$ cat config.mk
export PLATFORM = sky130hd
export DESIGN_NAME = ddr_serializer
export DESIGN_NICKNAME = d
export VERILOG_FILES = /design/src/rtl/ddr_ser_pkg.sv /design/src/rtl/ddr_ser_ctrl.sv /design/src/rtl/ddr_ser_dpath.sv /design/src/rtl/ddr_serializer.sv
export SDC_FILE = /design/constraint.sdc
export NUM_CORES = 1
export LEC_CHECK = 0
export ABC_AREA = 0
export BUFFER_PORTS_ARGS = -buffer_cell sky130_fd_sc_hd__buf_4
export CORE_AREA = 2 2 39 41
export CTS_BUF_LIST = sky130_fd_sc_hd__clkbuf_16
export CTS_CLUSTER_DIAMETER = 30
export DETAILED_ROUTE_END_ITERATION = 10
export DIE_AREA = 0 0 41 43
export GPL_TIMING_DRIVEN = 0
export SYNTH_ARGS = -nofsm -noshare
export SYNTH_HDL_FRONTEND = slang
export SYNTH_HIERARCHICAL = 1
export SYNTH_SLANG_ARGS = --single-unit
$ cat constraint.sdc
create_clock -name hclk -period 2.8 [get_ports hclk]
set_clock_uncertainty 0.1 [all_clocks]
set_input_delay 0.28 -clock hclk [delete_from_list [all_inputs] [get_ports hclk]]
set_output_delay 0.28 -clock hclk [all_outputs]
set_load 0.1 [all_outputs]
$ cat src/rtl/ddr_ser_pkg.sv
package ddr_ser_pkg;
  timeunit 1ns;
  timeprecision 1ps;

  // strobes from the pacing control to the shift datapath
  typedef struct packed {
    logic loadWord;   // sample the lanes on this rising edge
    logic shiftPair;  // advance the shift register by one bit pair
  } strobe_t;
endpackage

$ cat src/rtl/ddr_ser_ctrl.sv
module ddr_ser_ctrl #(
  parameter int LANES = 4
) (
  input  logic                 hclk,
  input  logic                 rstN,
  output ddr_ser_pkg::strobe_t strobe,
  output logic                 divClk
);
  timeunit 1ns;
  timeprecision 1ps;

  localparam int PAIRS = LANES / 2;
  localparam int CW    = (PAIRS > 1) ? $clog2(PAIRS) : 1;

  logic [CW-1:0] pairCnt;
  logic          lastPair;

  assign lastPair = (pairCnt == CW'(PAIRS - 1));

  always_ff @(posedge hclk or negedge rstN) begin
    if (!rstN) begin
      pairCnt <= '0;
      divClk  <= 1'b0;
    end else if (lastPair) begin
      pairCnt <= '0;
      divClk  <= ~divClk;
    end else begin
      pairCnt <= pairCnt + 1'b1;
    end
  end

  always_comb begin
    strobe.loadWord  = lastPair;
    strobe.shiftPair = ~lastPair;
  end
endmodule

$ cat src/rtl/ddr_ser_dpath.sv
module ddr_ser_dpath #(
  parameter int LANES = 4
) (
  input  logic                 hclk,
  input  logic                 rstN,
  input  ddr_ser_pkg::strobe_t strobe,
  input  logic [LANES-1:0]     lanes,
  output logic                 serOut
);
  timeunit 1ns;
  timeprecision 1ps;

  logic [LANES-1:0] shReg;
  logic [LANES-1:0] shNext;
  logic             riseBit;
  logic             nextFall;
  logic             fallBit;

  // shift by one bit pair, zero fill from the top
  for (genvar i = 0; i < LANES; i++) begin : g_shift
    if (i + 2 < LANES) begin : g_move
      assign shNext[i] = shReg[i+2];
    end else begin : g_fill
      assign shNext[i] = 1'b0;
    end
  end

  always_ff @(posedge hclk or negedge rstN) begin
    if (!rstN) begin
      shReg    <= '0;
      riseBit  <= 1'b0;
      nextFall <= 1'b0;
    end else begin
      riseBit  <= shReg[0];
      nextFall <= shReg[1];
      if (strobe.loadWord) begin
        shReg <= lanes;
      end else if (strobe.shiftPair) begin
        shReg <= shNext;
      end
    end
  end

  always_ff @(negedge hclk or negedge rstN) begin
    if (!rstN) begin
      fallBit <= 1'b0;
    end else begin
      fallBit <= nextFall;
    end
  end

  // clock level picks the half: high phase shows the rise bit
  assign serOut = hclk ? riseBit : fallBit;
endmodule

$ cat src/rtl/ddr_serializer.sv
module ddr_serializer #(
  parameter int LANES = 4
) (
  input  logic             hclk,
  input  logic             rstN,
  input  logic [LANES-1:0] lanes,
  output logic             serOut,
  output logic             divClk
);
  timeunit 1ns;
  timeprecision 1ps;

  ddr_ser_pkg::strobe_t strobe;

  ddr_ser_ctrl #(.LANES(LANES)) u_ctrl (
    .hclk   (hclk),
    .rstN   (rstN),
    .strobe (strobe),
    .divClk (divClk)
  );

  ddr_ser_dpath #(.LANES(LANES)) u_dpath (
    .hclk   (hclk),
    .rstN   (rstN),
    .strobe (strobe),
    .lanes  (lanes),
    .serOut (serOut)
  );
endmodule

### Word level (Yosys, flattened, before mapping)

Cells that the tools add are included.

| storage, ports and cells | value |
|---|---|
| bits in registers | 9 |
| output and inout bits | 2 |
| word-level logic and storage cells | 11 |

| operators by class | value |
|---|---|
| add/sub/neg operators | 1 |
| mux-type cells | 3 |
| bitwise gates (word level) | 1 |

Operators with widths:

| operator | number |
|---|---|
| $mux W4 | 1 |
| $mux W1 | 2 |
| $add A1 B1 Y1 const B | 1 |
| $not A1 Y1 | 1 |

### Longest topological paths before layout

Gate-level depths: netlist of run 1.

| logic depth | value |
|---|---|
| depth in word-level cells | 2 |
| gate-level depth with buffers | 3 |

### Hierarchy

Netlist of run 1, hierarchy kept.

By module, submodules not included:

| module | times used | cells an instance | area each (µm²) |
|---|---|---|---|
| ddr_ser_dpath | 1 | 19 | 251.5 |
| ddr_ser_ctrl | 1 | 5 | 70.1 |

==> flow_summary.json, run 1 <==
{
  "status": "finished with violations",
  "failed_checks": "setup timing",
  "fill_cells": 125,
  "timing_worst_slew_pin_value_ns": 0.278,
  "netlist_top_cells_area": "sky130_fd_sc_hd__dfrtp_1, sky130_fd_sc_hd__dfrtn_1, sky130_fd_sc_hd__mux2i_1",
  "cp.required_ns": 2.42,
  "dpl_cell_area_um2": 394,
  "number_of_violations_of_the_max_capacitance_limit": 0,
  "antenna_cells": 0,
  "worstPathArrival_ns": 2.56,
  "power.static_leakage_nw": 0.285,
  "number_of_distinct_standard_cells_referenced_by_the_synthesized_netlist": 13,
  "grt_pass1_vias": 233,
  "synth_adder_area_share": 0,
  "final_critical_path_setup_slack_ns": -0.145,
  "detailroute.via_count": 224,
  "power.ir.vdd_worst_mv": 0.396,
  "r2r.worst_path.cells": 0,
  "synth.net_count": 30,
  "postRouteAntennaNets": 0,
  "clk_pin_slew_ns": 0.04,
  "tot_pwr_w": 0.000724,
  "total_area_of_multi_input_combinational_cells_um2": 88.8,
  "rsz0062_at_grt": "true",
  "synth_simple_gate_area_frac": 0.0661,
  "final_cell_area_um2": 574,
  "regToRegStartpoint": "u_dpath/nextFall",
  "io_buffers": 7,
  "worst_slew_margin_rel": 0.816,
  "register_area_um2": 225,
  "final_weighted_congestion_of_routability_driven_global_placement": 0.682,
  "drc": 0,
  "syn_avg_cell_area_um2": 13.4,
  "synth_warnings": 6,
  "layout-drive-gt1-share": 0.385,
  "worstHoldPathType": "input pin to register",
  "slew_violations": 0,
  "setup.worst_path.start_class": "register",
  "core.rowCount": 14,
  "die-area_mm2": 0.00176,
  "floorplan.initialDensity": 0.232,
  "post_synth_mux_area_share": 0.0973,
  "path_max_fanout": 1,
  "ys_ff_latch": 9,
  "tritoncts_clock_tree": "built",
  "gr-total-overflow": 0,
  "num_io_pins": 8,
  "routed_wl_um": 588,
  "antenna_found_initial": 0,
  "hold-path-cell-count": 3,
  "pin_count_of_the_biggest_net_entering_global_routing": 10,
  "critical_path.endpoint_type": "primary output",
  "drt_first_iter_violations": 9,
  "area_of_the_placeable_core_mm2": 0.00138,
  "drt_pass1_iterations": 2,
  "dieHeight_um": 43,
  "criticalPathCategory": "register to primary output",
  "flow.area_growth_from_synthesis_pct": 78.6,
  "postSynthCellCount": 24,
  "synthesis.area_um2": 322,
  "synth.top_cell.area_share": 0.623,
  "all_layer_gr_usage": 0.110,
  "r2r_setup_slack_ns": 0.86,
  "worst_skew_pair.late_latency_ns": 0.35,
  "synth_top_family_by_area": "multiplexers",
  "ys_seq_area_frac": 0.700,
  "synth-compound-area-share": 0.0739,
  "hold_end": "u_dpath/shReg[2]",
  "largest_area_contributor_in_the_synthesized_netlist": "sky130_fd_sc_hd__dfrtp_1",
  "drt-vias-per-instance": 4.07,
  "dp_hpwl_um": 355,
  "powerDensity_mw_per_mm2": 1260,
  "wire_length_of_the_first_global_routing_pass_um": 938,
  "report.final.hold_viol_count": 0,
  "floorplan.die.width_um": 41,
  "hold_path_startpoint": "lanes[2]",
  "xor_xnor_share_of_the_synthesized_area": 0.0272,
  "avgRoutedWirePerCell_um": 10.7,
  "finish.net_count": 46,
  "finalSetupViolCount": 1,
  "r2r-end": "u_dpath/fallBit"
}
[final cells by class]
type | instances | area share
Timing Repair Buffer | 7 | 0.0959
Inverter | 1 | 0.00654
Multi-Input combinational cell | 13 | 0.155
Buffer | 1 | 0.0131
Clock inverter | 1 | 0.00654
Tap cell | 16 | 0.0349
Sequential cell | 9 | 0.392
Clock buffer | 7 | 0.296
[how the worst max path moves through the flow]
| stage | slack (ns) | from | endpoint | cells after the start |
|---|---|---|---|---|
| floorplan | 0.18 | u_dpath/fallBit | serOut | 1 |
| global placement | 0.24 | u_dpath/fallBit | serOut | 2 |
| detailed placement | 0.24 | u_dpath/fallBit | serOut | 2 |
| CTS | -0.16 | u_dpath/fallBit | serOut | 2 |
| global route | -0.17 | u_dpath/fallBit | serOut | 2 |
| finish | -0.14 | u_dpath/fallBit | serOut | 2 |
[worst max-delay path, stage by stage, from the launching register on]
cell and delay (ns):
sky130_fd_sc_hd__dfrtn_1 0.31, sky130_fd_sc_hd__mux2_4 0.28, sky130_fd_sc_hd__buf_12 0.17
[flip-flops by register name, summed over array words and instances, names as in the netlist]
register,count
u_ctrl/lastPair,1
u_dpath/fallBit,1
u_dpath/nextFall,1
u_ctrl/divClk,1
u_dpath/riseBit,1
u_dpath/shReg,4
[what timing repair did]
item / in CTS / in global routing
setup buffers: 0 / 0
gates cloned: 0 / 0
hold endpoints to repair: 8 / 0
hold buffers: 1 / 0
resized for setup: 4 / 0
setup endpoints to repair: 1 / 1
[where the power goes]
| part | leakage, nW | internal (W) | switching, W |
|---|---|---|---|
| combinational | 0.0778 | 0.00000738 | 0.00000470 |
| clock | 0.0969 | 0.000416 | 0.000161 |
| sequential | 0.111 | 0.000135 | 0.00000135 |
[synthesized netlist by cell type (all sizes together)]
library cell	count
a22o	1
buf	1
dfrtn	1
dfrtp	8
inv	1
mux2	1
mux2i	2
nand2	3
nand2b	1
nor2	1
o21ai	3
xor2	1
[layout by cell type, fill, tap and decap left out]
master / Yosys / layout
sky130_fd_sc_hd__a22o_1: 1 / 1
sky130_fd_sc_hd__buf_12: 0 / 1
sky130_fd_sc_hd__buf_4: 1 / 7
sky130_fd_sc_hd__clkbuf_16: 0 / 6
sky130_fd_sc_hd__dfrtn_1: 1 / 1
sky130_fd_sc_hd__dfrtp_1: 8 / 8
sky130_fd_sc_hd__dlygate4sd3_1: 0 / 1
sky130_fd_sc_hd__inv_1: 1 / 2
sky130_fd_sc_hd__mux2_4: 0 / 1
sky130_fd_sc_hd__mux2i_1: 2 / 2
sky130_fd_sc_hd__nand2_1: 3 / 3
sky130_fd_sc_hd__nand2b_1: 1 / 1
sky130_fd_sc_hd__nor2_1: 1 / 1
sky130_fd_sc_hd__o21ai_0: 1 / 1
sky130_fd_sc_hd__o21ai_1: 2 / 2
sky130_fd_sc_hd__xor2_1: 1 / 1
[cells by family (layout without fill, tap and decap cells)]
family / after synthesis / count (layout)
flip-flops: 9 / 9
AND/OR/NAND/NOR: 5 / 5
AO/OA/AOI/OAI: 4 / 4
multiplexers: 3 / 3
buffers and inverters: 2 / 17
XOR/XNOR: 1 / 1
[metrics by stage]
| stage | TNS [ns] | cells | worst slack (ns) | utilization | hold slack, ns |
|---|---|---|---|---|---|
| floorplan | 0 | 24 | 0.179 | - | -0.116 |
| global placement | 0 | 47 | 0.240 | 0.285 | 0.00675 |
| detailed placement | 0 | 47 | 0.238 | 0.285 | 0.00904 |
| CTS | -0.160 | 55 | -0.160 | 0.415 | 0.0422 |
| global route | -0.169 | 55 | -0.169 | 0.415 | 0.0616 |
| finish | -0.145 | 55 | -0.145 | 0.415 | 0.0431 |
[metal layers]
metal / GRT usage / vias up / wire length, um
li1: - / 110 / -
met1: 0.108 / 93 / 258
met2: 0.0656 / 15 / 217
met3: 0.126 / 6 / 64
met4: 0.207 / 0 / 47
met5: 0 / - / 0
Note: power is estimated with default switching activity, not from simulation.
==> run 2, diff against run 1 <==
Settings changed: GPL_TIMING_DRIVEN 0 to unset.
Clock period 2.8 ns to 2.7 ns, I/O delays scaled along.
==> flow_summary.json, run 2 (synthesized netlist as in run 1, its figures left out) <==
{
  "placed_cells": 46,
  "seqPwrFrac": 0.186,
  "flow.area_growth_from_synthesis_pct": 76.3,
  "status": "finished with violations",
  "final_weighted_congestion_of_routability_driven_global_placement": 0.651,
  "critical-path-slowest-cell": "sky130_fd_sc_hd__dfrtn_1",
  "worstHoldPathType": "input pin to register",
  "setup.worst_path.start_class": "register",
  "gr-total-overflow": 0,
  "drt_pass1_iterations": 4,
  "final_cell_area_um2": 567,
  "power.share.switching": 0.235,
  "register_area_um2": 225,
  "wire_length_of_the_first_global_routing_pass_mm": 1.04,
  "area_of_the_placeable_core_mm2": 0.00138,
  "final_core_util": 0.410,
  "finalSetupViolCount": 1,
  "avgRoutedWirePerCell_um": 11.4,
  "power.ir.vdd_worst_mv": 0.660,
  "pin_count_of_the_biggest_net_entering_global_routing": 11,
  "total_switching_power_w": 0.000178,
  "final_critical_path_setup_slack_ns": -0.187,
  "grt_busiest_layer": "met4",
  "cp.required_ns": 2.33,
  "core.rowCount": 14,
  "antenna_cells": 0,
  "worst_slew_margin_rel": 0.805,
  "worst_skew_pair.late_latency_ns": 0.35,
  "critical_path.endpoint_type": "primary output",
  "power.share.clock": 0.797,
  "dpl_cell_area_um2": 387,
  "path_max_fanout": 1,
  "drt_first_iter_violations": 7,
  "drc": 0,
  "finish.cell_count_without_fillers": 54,
  "grt_use_met3": 0.126,
  "timing_worst_slew_pin_value_ns": 0.292,
  "floorplan.die.width_um": 41,
  "layout.cells.most_common": "sky130_fd_sc_hd__dfrtp_1",
  "detailroute.via_count": 224,
  "rsz0062_at_grt": "true",
  "report.final.hold_viol_count": 0,
  "postRouteAntennaNets": 0,
  "power.static_leakage_nw": 0.281,
  "drt-vias-per-instance": 4.15,
  "powerDensity_mw_per_mm2": 1330,
  "num_io_pins": 8,
  "power_frac_comb": 0.017,
  "routed_wl_um": 616,
  "total_area_of_multi_input_combinational_cells_um2": 88.8,
  "grt_pass1_vias": 258,
  "internal_power_w": 0.000579,
  "mostFrequentLayoutCells": "sky130_fd_sc_hd__dfrtp_1, sky130_fd_sc_hd__clkbuf_16, sky130_fd_sc_hd__buf_4",
  "postCtsSetupRepairBufs": 0,
  "io_buffers": 7,
  "registers.top_by_ff_count": "u_dpath/shReg",
  "criticalPathCategory": "register to primary output",
  "floorplan.initialDensity": 0.232,
  "finish.net_count": 45,
  "critPathMaxStageDelay_ns": 0.31,
  "dieHeight_um": 43,
  "tot_pwr_w": 0.000757,
  "worst_path_dominant_cell_family": "flip-flops",
  "fill_cells": 132,
  "fin_setup_tns_ns": -0.187,
  "slew_violations": 0,
  "antenna_found_initial": 0,
  "all_layer_gr_usage": 0.114,
  "grt_use_met2": 0.0781,
  "sum_of_buffers_and_inverters_on_the_critical_path": 1,
  "clk_pin_slew_ns": 0.04,
  "crit_path_cell_trace": "mux2_4, buf_12",
  "failed_checks": "setup timing",
  "number_of_violations_of_the_max_capacitance_limit": 0,
  "flip_flop_count_of_the_largest_register_all_copies_and_words_added": 4,
  "grtUsageMet1": 0.117,
  "tritoncts_clock_tree": "built",
  "die-area_mm2": 0.00176,
  "layout-drive-gt1-share": 0.368,
  "worstPathArrival_ns": 2.52
}
run 2: metal layers:
layer  up-vias  part of all wire
li1        105                 -
met1       103              0.44
met2        11              0.40
met3         5              0.11
met4         0             0.042
met5         -                 0
run 2: worst paths after layout:
check                            startpoint  depth (start not counted)                to  slack (ns)
min reg2reg                u_dpath/shReg[1]                          0  u_dpath/nextFall        0.28
max in group asynchronous              rstN                          2   u_dpath/fallBit        0.97
max                         u_dpath/fallBit                          2            serOut       -0.19
max reg2reg                u_dpath/nextFall                          0   u_dpath/fallBit        0.80
min in group asynchronous              rstN                          2  u_dpath/shReg[1]        0.18
min                                lanes[2]                          3  u_dpath/shReg[2]        0.04
run 2: timing repair:
item,in CTS,in global routing
gates resized for setup,4,0
hold buffers,1,0
endpoints found under the hold margin,8,0
setup endpoints to repair,1,1
run 2: layout make-up:
| class | count | area share |
|---|---|---|
| repair buffers | 7 | 0.0971 |
| well taps | 16 | 0.0353 |
| inverters | 1 | 0.00662 |
| clock inverters | 1 | 0.00662 |
| clock buffers | 7 | 0.300 |
| multi-input cells | 13 | 0.157 |
| flip-flops and latches | 9 | 0.397 |
run 2: through the flow:
stage                     hold slack [ns]  setup WS (ns)
after detailed placement         -0.00129          0.199
after global placement           -0.00395          0.205
after floorplan                    -0.126          0.139
final                              0.0399         -0.187
after global routing               0.0529         -0.210
after CTS                          0.0273         -0.196
run 2: power by group through the flow:
| stage | sequential [W] | clock (W) | combinational [W] |
|---|---|---|---|
| floorplan | 0.000142 | 0.0000777 | 0.00000333 |
| global placement | 0.000143 | 0.0000895 | 0.0000113 |
| detailed placement | 0.000143 | 0.0000895 | 0.0000117 |
| CTS | 0.000141 | 0.000616 | 0.0000130 |
| global route | 0.000141 | 0.000626 | 0.0000145 |
| finish | 0.000141 | 0.000603 | 0.0000127 |
